===== config.mk =====
export PLATFORM = sky130hd
export DESIGN_NAME = i2c_eeprom_target
export DESIGN_NICKNAME = d
export VERILOG_FILES = /design/src/rtl/i2c_eep_pkg.sv /design/src/rtl/i2c_line_sync.sv /design/src/rtl/eep_array.sv /design/src/rtl/i2c_tgt_engine.sv /design/src/rtl/i2c_eeprom_target.sv
export SDC_FILE = /design/constraint.sdc
export NUM_CORES = 2
export LEC_CHECK = 0
export CAP_MARGIN = 0
export CORE_UTILIZATION = 64
export DETAILED_ROUTE_END_ITERATION = 6
export GPL_TIMING_DRIVEN = 0
export PLACE_DENSITY = 0.86
export SLEW_MARGIN = 20
export SYNTH_ARGS = -nofsm -noshare
export SYNTH_HDL_FRONTEND = slang
export SYNTH_SLANG_ARGS = --single-unit

===== constraint.sdc =====
create_clock -name clk -period 3.45 [get_ports clk]
set_input_delay 0.5175 -clock clk [delete_from_list [all_inputs] [get_ports clk]]
set_output_delay 0.5175 -clock clk [all_outputs]
set_load 0.01 [all_outputs]

===== src/rtl/i2c_eep_pkg.sv =====
package i2c_eep_pkg;

   typedef enum logic [2:0] {
      ST_IDLE,
      ST_DEV,
      ST_WADDR,
      ST_WDATA,
      ST_ACK,
      ST_TX,
      ST_MACK,
      ST_IGNORE
   } tgt_state_e;

   localparam int unsigned BYTE_W     = 8;
   localparam int unsigned DEV_ADDR_W = 7;

endpackage


===== src/rtl/i2c_line_sync.sv =====
module i2c_line_sync #(
   parameter int unsigned STAGES = 2
) (
   input  logic clk,
   input  logic rst_n,
   input  logic scl_i,
   input  logic sda_i,
   output logic scl_s,
   output logic sda_s,
   output logic scl_rise,
   output logic scl_fall,
   output logic start_det,
   output logic stop_det
);

   logic [STAGES-1:0] scl_chain;
   logic [STAGES-1:0] sda_chain;
   logic              scl_q;
   logic              sda_q;

   genvar g;
   generate
      for (g = 0; g < STAGES; g++) begin : g_stage
         if (g == 0) begin : g_first
            always_ff @(posedge clk or negedge rst_n) begin
               if (!rst_n) begin
                  scl_chain[0] <= 1'b1;
                  sda_chain[0] <= 1'b1;
               end else begin
                  scl_chain[0] <= scl_i;
                  sda_chain[0] <= sda_i;
               end
            end
         end else begin : g_next
            always_ff @(posedge clk or negedge rst_n) begin
               if (!rst_n) begin
                  scl_chain[g] <= 1'b1;
                  sda_chain[g] <= 1'b1;
               end else begin
                  scl_chain[g] <= scl_chain[g-1];
                  sda_chain[g] <= sda_chain[g-1];
               end
            end
         end
      end
   endgenerate

   assign scl_s = scl_chain[STAGES-1];
   assign sda_s = sda_chain[STAGES-1];

   always_ff @(posedge clk or negedge rst_n) begin
      if (!rst_n) begin
         scl_q <= 1'b1;
         sda_q <= 1'b1;
      end else begin
         scl_q <= scl_s;
         sda_q <= sda_s;
      end
   end

   assign scl_rise  =  scl_s & ~scl_q;
   assign scl_fall  = ~scl_s &  scl_q;
   assign start_det =  scl_s &  scl_q &  sda_q & ~sda_s;
   assign stop_det  =  scl_s &  scl_q & ~sda_q &  sda_s;

endmodule


===== src/rtl/eep_array.sv =====
module eep_array #(
   parameter int unsigned AW = 8,
   parameter int unsigned DW = 8
) (
   input  logic          clk,
   input  logic          rst_n,
   input  logic          we,
   input  logic [AW-1:0] waddr,
   input  logic [DW-1:0] wdata,
   input  logic [AW-1:0] raddr,
   output logic [DW-1:0] rdata
);

   localparam int unsigned DEPTH = 1 << AW;

   logic [DW-1:0] cells [DEPTH];

   always_ff @(posedge clk or negedge rst_n) begin
      if (!rst_n) begin
         for (int i = 0; i < DEPTH; i++) cells[i] <= '0;
      end else if (we) begin
         cells[waddr] <= wdata;
      end
   end

   assign rdata = cells[raddr];

endmodule


===== src/rtl/i2c_tgt_engine.sv =====
module i2c_tgt_engine
   import i2c_eep_pkg::*;
#(
   parameter int unsigned AW       = 8,
   parameter int unsigned PAGE_W   = 4,
   parameter int unsigned STRAP_W  = 3,
   parameter logic [DEV_ADDR_W-STRAP_W-1:0] DEV_ID = 4'b1010
) (
   input  logic               clk,
   input  logic               rst_n,
   input  logic               sda_s,
   input  logic               scl_rise,
   input  logic               scl_fall,
   input  logic               start_det,
   input  logic               stop_det,
   input  logic [STRAP_W-1:0] strap,
   input  logic               wp,
   input  logic [BYTE_W-1:0]  rdata,
   output logic               mem_we,
   output logic [AW-1:0]      mem_waddr,
   output logic [BYTE_W-1:0]  mem_wdata,
   output logic [AW-1:0]      mem_raddr,
   output logic               sda_oe,
   output logic               ignoring
);

   localparam int unsigned CNT_W = $clog2(BYTE_W + 1);
   localparam logic [CNT_W-1:0] LAST_BIT = CNT_W'(BYTE_W - 1);
   localparam logic [CNT_W-1:0] FULL     = CNT_W'(BYTE_W);

   tgt_state_e          state;
   tgt_state_e          ack_next;
   logic [BYTE_W-1:0]   shreg;
   logic [CNT_W-1:0]    cnt;
   logic [AW-1:0]       ptr;
   logic                mack_ok;
   logic [DEV_ADDR_W-1:0] my_addr;
   logic                byte_in;
   logic [AW-1:0]       ptr_page_inc;

   assign my_addr      = {DEV_ID, strap};
   assign byte_in      = scl_fall && (cnt == FULL);
   assign ptr_page_inc = {ptr[AW-1:PAGE_W], ptr[PAGE_W-1:0] + 1'b1};

   always_ff @(posedge clk or negedge rst_n) begin
      if (!rst_n) begin
         state    <= ST_IDLE;
         ack_next <= ST_IDLE;
         shreg    <= '0;
         cnt      <= '0;
         ptr      <= '0;
         mack_ok  <= 1'b0;
      end else if (start_det) begin
         state <= ST_DEV;
         cnt   <= '0;
      end else if (stop_det) begin
         state <= ST_IDLE;
         cnt   <= '0;
      end else begin
         unique case (state)
            ST_DEV, ST_WADDR, ST_WDATA: begin
               if (scl_rise && cnt != FULL) begin
                  shreg <= {shreg[BYTE_W-2:0], sda_s};
                  cnt   <= cnt + 1'b1;
               end
               if (byte_in) begin
                  cnt <= '0;
                  if (state == ST_DEV) begin
                     if (shreg[BYTE_W-1:1] == my_addr) begin
                        state    <= ST_ACK;
                        ack_next <= shreg[0] ? ST_TX : ST_WADDR;
                     end else begin
                        state <= ST_IGNORE;
                     end
                  end else if (state == ST_WADDR) begin
                     ptr      <= shreg[AW-1:0];
                     state    <= ST_ACK;
                     ack_next <= ST_WDATA;
                  end else begin
                     ptr      <= ptr_page_inc;
                     state    <= ST_ACK;
                     ack_next <= ST_WDATA;
                  end
               end
            end
            ST_ACK: begin
               if (scl_fall) begin
                  cnt   <= '0;
                  state <= ack_next;
                  if (ack_next == ST_TX) shreg <= rdata;
               end
            end
            ST_TX: begin
               if (scl_fall) begin
                  shreg <= {shreg[BYTE_W-2:0], 1'b1};
                  if (cnt == LAST_BIT) begin
                     cnt   <= '0;
                     state <= ST_MACK;
                     ptr   <= ptr + 1'b1;
                  end else begin
                     cnt <= cnt + 1'b1;
                  end
               end
            end
            ST_MACK: begin
               if (scl_rise) mack_ok <= ~sda_s;
               if (scl_fall) begin
                  if (mack_ok) begin
                     state <= ST_TX;
                     shreg <= rdata;
                  end else begin
                     state <= ST_IGNORE;
                  end
               end
            end
            default: ;
         endcase
      end
   end

   assign mem_we    = (state == ST_WDATA) && byte_in && !wp && !start_det && !stop_det;
   assign mem_waddr = ptr;
   assign mem_wdata = shreg;
   assign mem_raddr = ptr;
   assign sda_oe    = (state == ST_ACK) || ((state == ST_TX) && !shreg[BYTE_W-1]);
   assign ignoring  = (state == ST_IGNORE);

endmodule


===== src/rtl/i2c_eeprom_target.sv =====
module i2c_eeprom_target
   import i2c_eep_pkg::*;
#(
   parameter int unsigned AW          = 8,
   parameter int unsigned PAGE_W      = 4,
   parameter int unsigned SYNC_STAGES = 2,
   parameter logic [3:0]  DEV_ID      = 4'b1010
) (
   input  logic       clk,
   input  logic       rst_n,
   input  logic       scl_i,
   input  logic       sda_i,
   input  logic [2:0] strap,
   input  logic       wp,
   output logic       sda_oe
);

   localparam int unsigned STRAP_W = DEV_ADDR_W - $bits(DEV_ID);

   initial begin
      assert (SYNC_STAGES >= 2) else $error("SYNC_STAGES must be at least 2");
      assert (AW <= BYTE_W)     else $error("AW must fit in one word address byte");
      assert (PAGE_W < AW)      else $error("PAGE_W must be below AW");
      assert (STRAP_W == 3)     else $error("DEV_ID must leave three strap bits");
   end

   logic              scl_s;
   logic              sda_s;
   logic              scl_rise;
   logic              scl_fall;
   logic              start_det;
   logic              stop_det;
   logic              mem_we;
   logic [AW-1:0]     mem_waddr;
   logic [BYTE_W-1:0] mem_wdata;
   logic [AW-1:0]     mem_raddr;
   logic [BYTE_W-1:0] mem_rdata;
   logic              ignoring;

   i2c_line_sync #(.STAGES(SYNC_STAGES)) u_sync (
      .clk      (clk),
      .rst_n    (rst_n),
      .scl_i    (scl_i),
      .sda_i    (sda_i),
      .scl_s    (scl_s),
      .sda_s    (sda_s),
      .scl_rise (scl_rise),
      .scl_fall (scl_fall),
      .start_det(start_det),
      .stop_det (stop_det)
   );

   i2c_tgt_engine #(
      .AW     (AW),
      .PAGE_W (PAGE_W),
      .STRAP_W(3),
      .DEV_ID (DEV_ID)
   ) u_eng (
      .clk      (clk),
      .rst_n    (rst_n),
      .sda_s    (sda_s),
      .scl_rise (scl_rise),
      .scl_fall (scl_fall),
      .start_det(start_det),
      .stop_det (stop_det),
      .strap    (strap),
      .wp       (wp),
      .rdata    (mem_rdata),
      .mem_we   (mem_we),
      .mem_waddr(mem_waddr),
      .mem_wdata(mem_wdata),
      .mem_raddr(mem_raddr),
      .sda_oe   (sda_oe),
      .ignoring (ignoring)
   );

   eep_array #(.AW(AW), .DW(BYTE_W)) u_mem (
      .clk  (clk),
      .rst_n(rst_n),
      .we   (mem_we),
      .waddr(mem_waddr),
      .wdata(mem_wdata),
      .raddr(mem_raddr),
      .rdata(mem_rdata)
   );

endmodule


After elaboration in Yosys (flattened, before gate mapping)
Index checks and enable logic that the tools add are counted.
- $add $sub $neg: 3
- magnitude comparators: 2
- equality and inequality tests: 28
- multiplexer cells: 41
- bitwise operators: 14
- reductions and logical operators: 25
- operator list (kind ; number):
    $bwmux 2048 ; 1
    $mux 8 ; 14
    $bmux 8 s8 ; 1
    $demux 8 s8 ; 1
    $pmux 8 s4 ; 1
    $mux 3 ; 10
    $mux 4 ; 7
    $ne 4x1->1 const B ; 5
    $ne 2x1->1 const B ; 9
    $pmux 8 s2 ; 1
    $eq 3x3->1 const B ; 4
    $pmux 3 s4 ; 1
    $pmux 4 s3 ; 1
    $ge 9x9->1 const B ; 1
    $lt 9x1->1 const B ; 1
    $not 8->9 ; 1
    $reduce_and 9->1 ; 1
    $add 4x1->4 const B ; 2
    $add 8x1->8 const B ; 1
    $logic_and 1x1->1 ; 8
    $reduce_and 4->1 ; 2
    $reduce_and 8->1 ; 1
    $and 1x1->1 ; 7
    $eq 7x7->1 ; 1
    19 further kinds ; 31
- bits in registers: 2081
- input bits: 8
- output and inout port bits: 1
- logic and storage cells: 382

Longest topological paths before layout
- depth after elaboration: 8
- depth in mapped cells: 13
- depth with buffers taken out: 9

Hierarchy
From an unflattened synthesis, not the netlist that was laid out.
- cells, all modules: 6248
- area total of the unflattened synthesis: 95116.2 sq um
- modules (own cells, without submodules) (module ; times used ; cells an instance ; area an instance (sq um) ; seq. area each (sq um)):
    eep_array ; 1 ; 6013 ; 92955.4 ; 51249.2
    i2c_tgt_engine ; 1 ; 225 ; 1970.6 ; 675.6
    i2c_line_sync ; 1 ; 10 ; 190.2 ; 157.7

Least setup slack after synthesis
No wires, ideal clock.
- path kind: register -> register
- start: register u_eng.ptr[1] (netlist: u_eng.mem_raddr[1])
- end: register u_mem.cells[944] (netlist bit)
- library setup time: 0.125 ns
- arrival time: 2.983 ns
- data required time: 3.325 ns
- slack: 0.342 ns
- stages on the path, launching flop included: 14
- path buffers: 8
- clock period less this slack: 3.108 ns
- path through: dfrtp_1 buf_4 buf_4 buf_4 buf_2 buf_2 buf_2 inv_1 ha_1 and2_1 clkbuf_1 clkbuf_1 nand2_1 mux2_2
- word-level cells in the longest chain between the ends: 6
- elaborated cells on any way between the ends: 7
- those cells by class: 2 x order compare; 3 x mux; 1 x bitwise; 1 x reduce/logical
- RTL lines (what ; line ; RTL):
    from (decl) ; i2c_tgt_engine.sv:35 ; logic [AW-1:0] ptr;
    from (signal assigned) ; i2c_tgt_engine.sv:76 ; ptr <= shreg[AW-1:0];
    from (signal assigned) ; i2c_tgt_engine.sv:80 ; ptr <= ptr_page_inc;
    from (signal assigned) ; i2c_tgt_engine.sv:99 ; ptr <= ptr + 1'b1;
    $not 8->9 (implied by the code) (*) ; eep_array.sv:22 ; cells[waddr] <= wdata;
    $ge 9x9->1 (implied by the code) or $lt 9x1->1 (tied branches) ; eep_array.sv:22 ;
    $logic_and 1x1->1 (implied by the code) ; eep_array.sv:22 ;
    $mux 8 (implied by the code) ; eep_array.sv:22 ;
    $demux 8 s8 (*) ; eep_array.sv:22 ;
    $bwmux 2048 (*) ; eep_array.sv:22 ;
    to (signal, indexed assignment) ; eep_array.sv:22 ;
    to (decl) ; eep_array.sv:16 ; logic [DW-1:0] cells [DEPTH];
Every way passes the cells marked *; elsewhere a longest branch is shown, timed or not.
A chain may end at the register's enable or synchronous reset.

Worst setup path after layout
- start: register u_eng.ptr[3] (netlist: u_eng.mem_raddr[3])
- end: register u_mem.cells[1184] (netlist bit)
The elaborated chain is that of the path after synthesis.

==> results by group <==
Yosys
  • Post-Synthesis Cells: 6468
  • Post-synth EDFFs: 0
  • Synthesized net count: 6482
  • Avg Synthesized Cell Area: 14.72 µm²
  • Fraction of registers with async set/reset: 100.0%
  • Mapped cell area: 95230 µm²
  • Yosys cell types: 67
  • Synth Register Bits: 2081
  • Seq/Total Area, Yosys: a little over half
  • Synth warn: 0
  • Top FF cell, synth: dfrtp_1

Hold path
  • Hold endpoint: u_sync.scl_chain[0]
  • Hold_sp: scl_i
  • Worst Hold Class: input port to flop
  • Worst hold path cell count: 1

Global routing
  • GRT met1 Usage: about 60%
  • Initial antenna violation count: 29
  • Met2 Use GR: 64.29%
  • Vias in the first global route: 65470
  • Top Usage Layer GRT: met2
  • Total track usage: 47.21%
  • First-pass GRT wire length: approximately 490 mm
  • Met3 GRT Util: 20.85%
  • Gr ovfl total: 0
  • Pin count of the biggest net entering global routing: approximately 150

Timing
  • Worst slew margin: 14.03%
  • RSZ-0062 raised after global routing: true
  • Max Slew Vio Count: 0
  • Fmax: about 0.28 GHz
  • Worst Skew: about 0.047 ns
  • Worst setup margin: -0.1658 ns
  • Crit path time final: 3.616 ns
  • Setup_tns: -24.55 ns
  • Final hold vios: 0
  • Worst slew pin tran: approximately 1.3 ns
  • Fin crit share: 104.8%
  • Final setup vio count: 512

Setup path
  • WS Path Type: flop to flop
  • Arr. time, crit path: 4.36 ns
  • FF-to-FF setup slack: -0.17 ns
  • Worst r2r path cells: 8
  • Worst Path Required: 4.19 ns
  • Crit path launch: u_eng.mem_raddr[3]
  • Critical path fanouts, max: 10
  • RR Endpoint: u_mem.cells[1184]
  • Worst setup EP type: flop
  • RR Startpoint: u_eng.mem_raddr[3]
  • Setup crit start kind: flop

Clocking
  • Clock sinks: roughly 2100
  • H-tree depth: 4
  • CTS Buf Count: roughly 210
  • Root buffer cell: clkbuf_16
  • CTS clk-pin slew, worst paths: 0.06 ns
  • Worst-skew pair later-pin latency: between 0.8 and 0.9 ns
  • CTS Buffer Depth: 3
  • CTS tree: done

Cells and area
  • Fill cells: 8904
  • Share of layout cells above drive strength 1: 46.53%
  • Syn-to-layout area delta: 13.91%
  • Final net count: 6755

Detailed routing
  • Drt initial violations: 8796
  • Final ANT Viol Nets: 0
  • Vias: 65330
  • Wire per inst: 40.11 µm
  • DRC errors left: 2
  • Final WL: 354.5 mm
  • Initial DRT Pass Iterations: 7
  • DR vias/cell: 7.391

Die
  • Core ar.: 147700 µm²
  • Starting Density: 64.49%
  • Die width: 387.7 µm
  • # IOs: 9
  • Die ar.: ~150000 µm²
  • Number of placement rows: 141
  • DIE HEIGHT: 387.7 µm

Status
  • Failing checks: DRC, setup timing
  • Status: finished with violations

Placed design
  • RD Place Congestion: 1.063
  • PortBufs: 8
  • DP Wirelength: roughly 240 mm

Pwr
  • Pleak: 53.88 nW
  • Tot Pwr: 77.60 mW
  • VDD IR max: 646.8 µV
  • Cell Pwr Density: 715.4 nW/µm²

Job
  • Max_cap viols: 0
repair_timing:
item | in CTS | in global routing
endpoints found under the setup margin | 2058 | 1291
setup buffers | 6 | 47
hold buffers | 2 | 0
hold endpoints to repair | 99 | 0
gates cloned | 0 | 2
pin swaps | 30 | 19
resized for setup | 619 | 175
cells in the mapped netlist, types with 8 or more instances:
cell type  instances  share of area, %
a211oi_1          15              0.12
a21oi_1           97              0.51
a22o_1            14              0.13
a22oi_1          170               1.3
a31oi_1           30              0.20
and2_1            11             0.072
buf_1             21             0.083
buf_2             91              0.48
buf_4             52              0.41
clkbuf_1         331               1.3
dfrtp_1         2075                55
inv_1             11             0.043
mux2_1            84              0.99
mux2_2          1967                23
mux2i_1          385               4.0
mux4_2           351               8.3
nand2_1          345               1.4
nand2_2           47              0.31
nand2b_1           9             0.059
nand3_1           54              0.28
nand4_1           51              0.34
nor2_1            55              0.22
nor2_2            14             0.092
nor3_1            18             0.095
o21ai_0           44              0.23
o221ai_1           8             0.074
o31ai_1            9             0.071
or3_1              8             0.053
sequential cells by signal, indices dropped and copies added (netlist names), 3 cells and up:
signal,cells
u_eng.mem_raddr,8
u_mem.cells,2048
u_eng.ack_next,3
u_eng.mem_wdata,8
u_eng.cnt,4
u_eng.state,3
cell type report:
type / count / area (µm²) / area share (%)
Tap cell: 1930 / 2415 / 2.226
Sequential cell: 2081 / 52080 / 48.01
Clock inverter: 65 / 883.3 / 0.8143
Inverter: 11 / 41.29 / 0.03806
Timing Repair Buffer: 82 / 1126 / 1.038
Buffer: 482 / 3645 / 3.360
Multi-Input combinational cell: 3876 / 42160 / 38.87
Clock buffer: 302 / 6091 / 5.615
Antenna cell: 10 / 25.02 / 0.02307
stage by stage:
step | std cells | util (%) | hold WS (ns) | worst slack (ns) | instance area (µm²)
detailed placement | 8423 | 66.53 | 0.3491 | -2.578 | 98250
global placement | 8406 | 66.18 | 0.3463 | -89.12 | 97720
floorplan | 6468 | - | 0.2219 | 0.3424 | 95230
finish | 8839 | 73.46 | 0.05314 | -0.1658 | 108500
CTS | 8782 | 72.73 | 0.02082 | -0.09234 | 107400
global route | 8829 | 73.44 | 0.03924 | -0.05036 | 108400
critical path, stage by stage (launching register included):
cell	delay, ns
dfrtp_1	0.35
buf_2	0.26
inv_1	0.23
nor2_1	0.21
clkbuf_2	0.46
and2_2	0.61
buf_4	0.47
nand2_1	0.45
mux2_2	0.43
cells by family after synthesis:
family	count (synthesis)	share of synthesized area, %
AND/OR/NAND/NOR	651	3.185
adder cells (fa/ha/maj)	6	0.07883
XOR/XNOR	4	0.03680
AO/OA/AOI/OAI	428	3.029
multiplexers	2787	36.60
flip-flops	2081	54.69
buffers and inverters	511	2.378
worst max path at each step:
| stage | end | slack, ns | cells past startpoint |
|---|---|---|---|
| floorplan | u_mem.cells[944] | 0.34 | 13 |
| global placement | u_mem.cells[961] | -89.12 | 1 |
| detailed placement | u_mem.cells[1919] | -2.58 | 13 |
| CTS | u_eng.mem_wdata[3] | -0.09 | 12 |
| global route | u_eng.mem_wdata[6] | -0.05 | 12 |
| finish | u_mem.cells[1184] | -0.17 | 8 |
cell usage in the layout (no fill, tap or decap), drive strengths merged, types with 4 or more instances in the layout:
master	n
a211oi	15
a21oi	97
a22o	14
a22oi	170
a31oi	30
and2	13
and3	6
buf	240
bufinv	14
clkbuf	618
clkdlybuf4s50	7
clkinv	40
clkinvlp	4
dfrtp	2075
dfstp	6
diode	10
ha	6
inv	18
mux2	2051
mux2i	385
mux4	351
nand2	392
nand2b	9
nand3	54
nand3b	6
nand4	51
nor2	69
nor2b	6
nor3	18
nor3b	5
o211ai	4
o21a	5
o21ai	44
o21bai	6
o221ai	8
o31ai	9
or3	8
routing by layer:
metal  up-vias  wire, µm
met5         -       510
met4        38     30950
met3      1468     51000
met2      4929    147800
met1     34370    124200
li1      24520         -
where the power goes:
group	internal, mW	leakage (nW)	switching [mW]
logic	7.34	21.4	22.2
registers	24.5	29.0	0.0945
clock network	13.3	3.43	10.1
total	45.2	53.9	32.4
No activity file was read; power rests on OpenSTA's default activity.
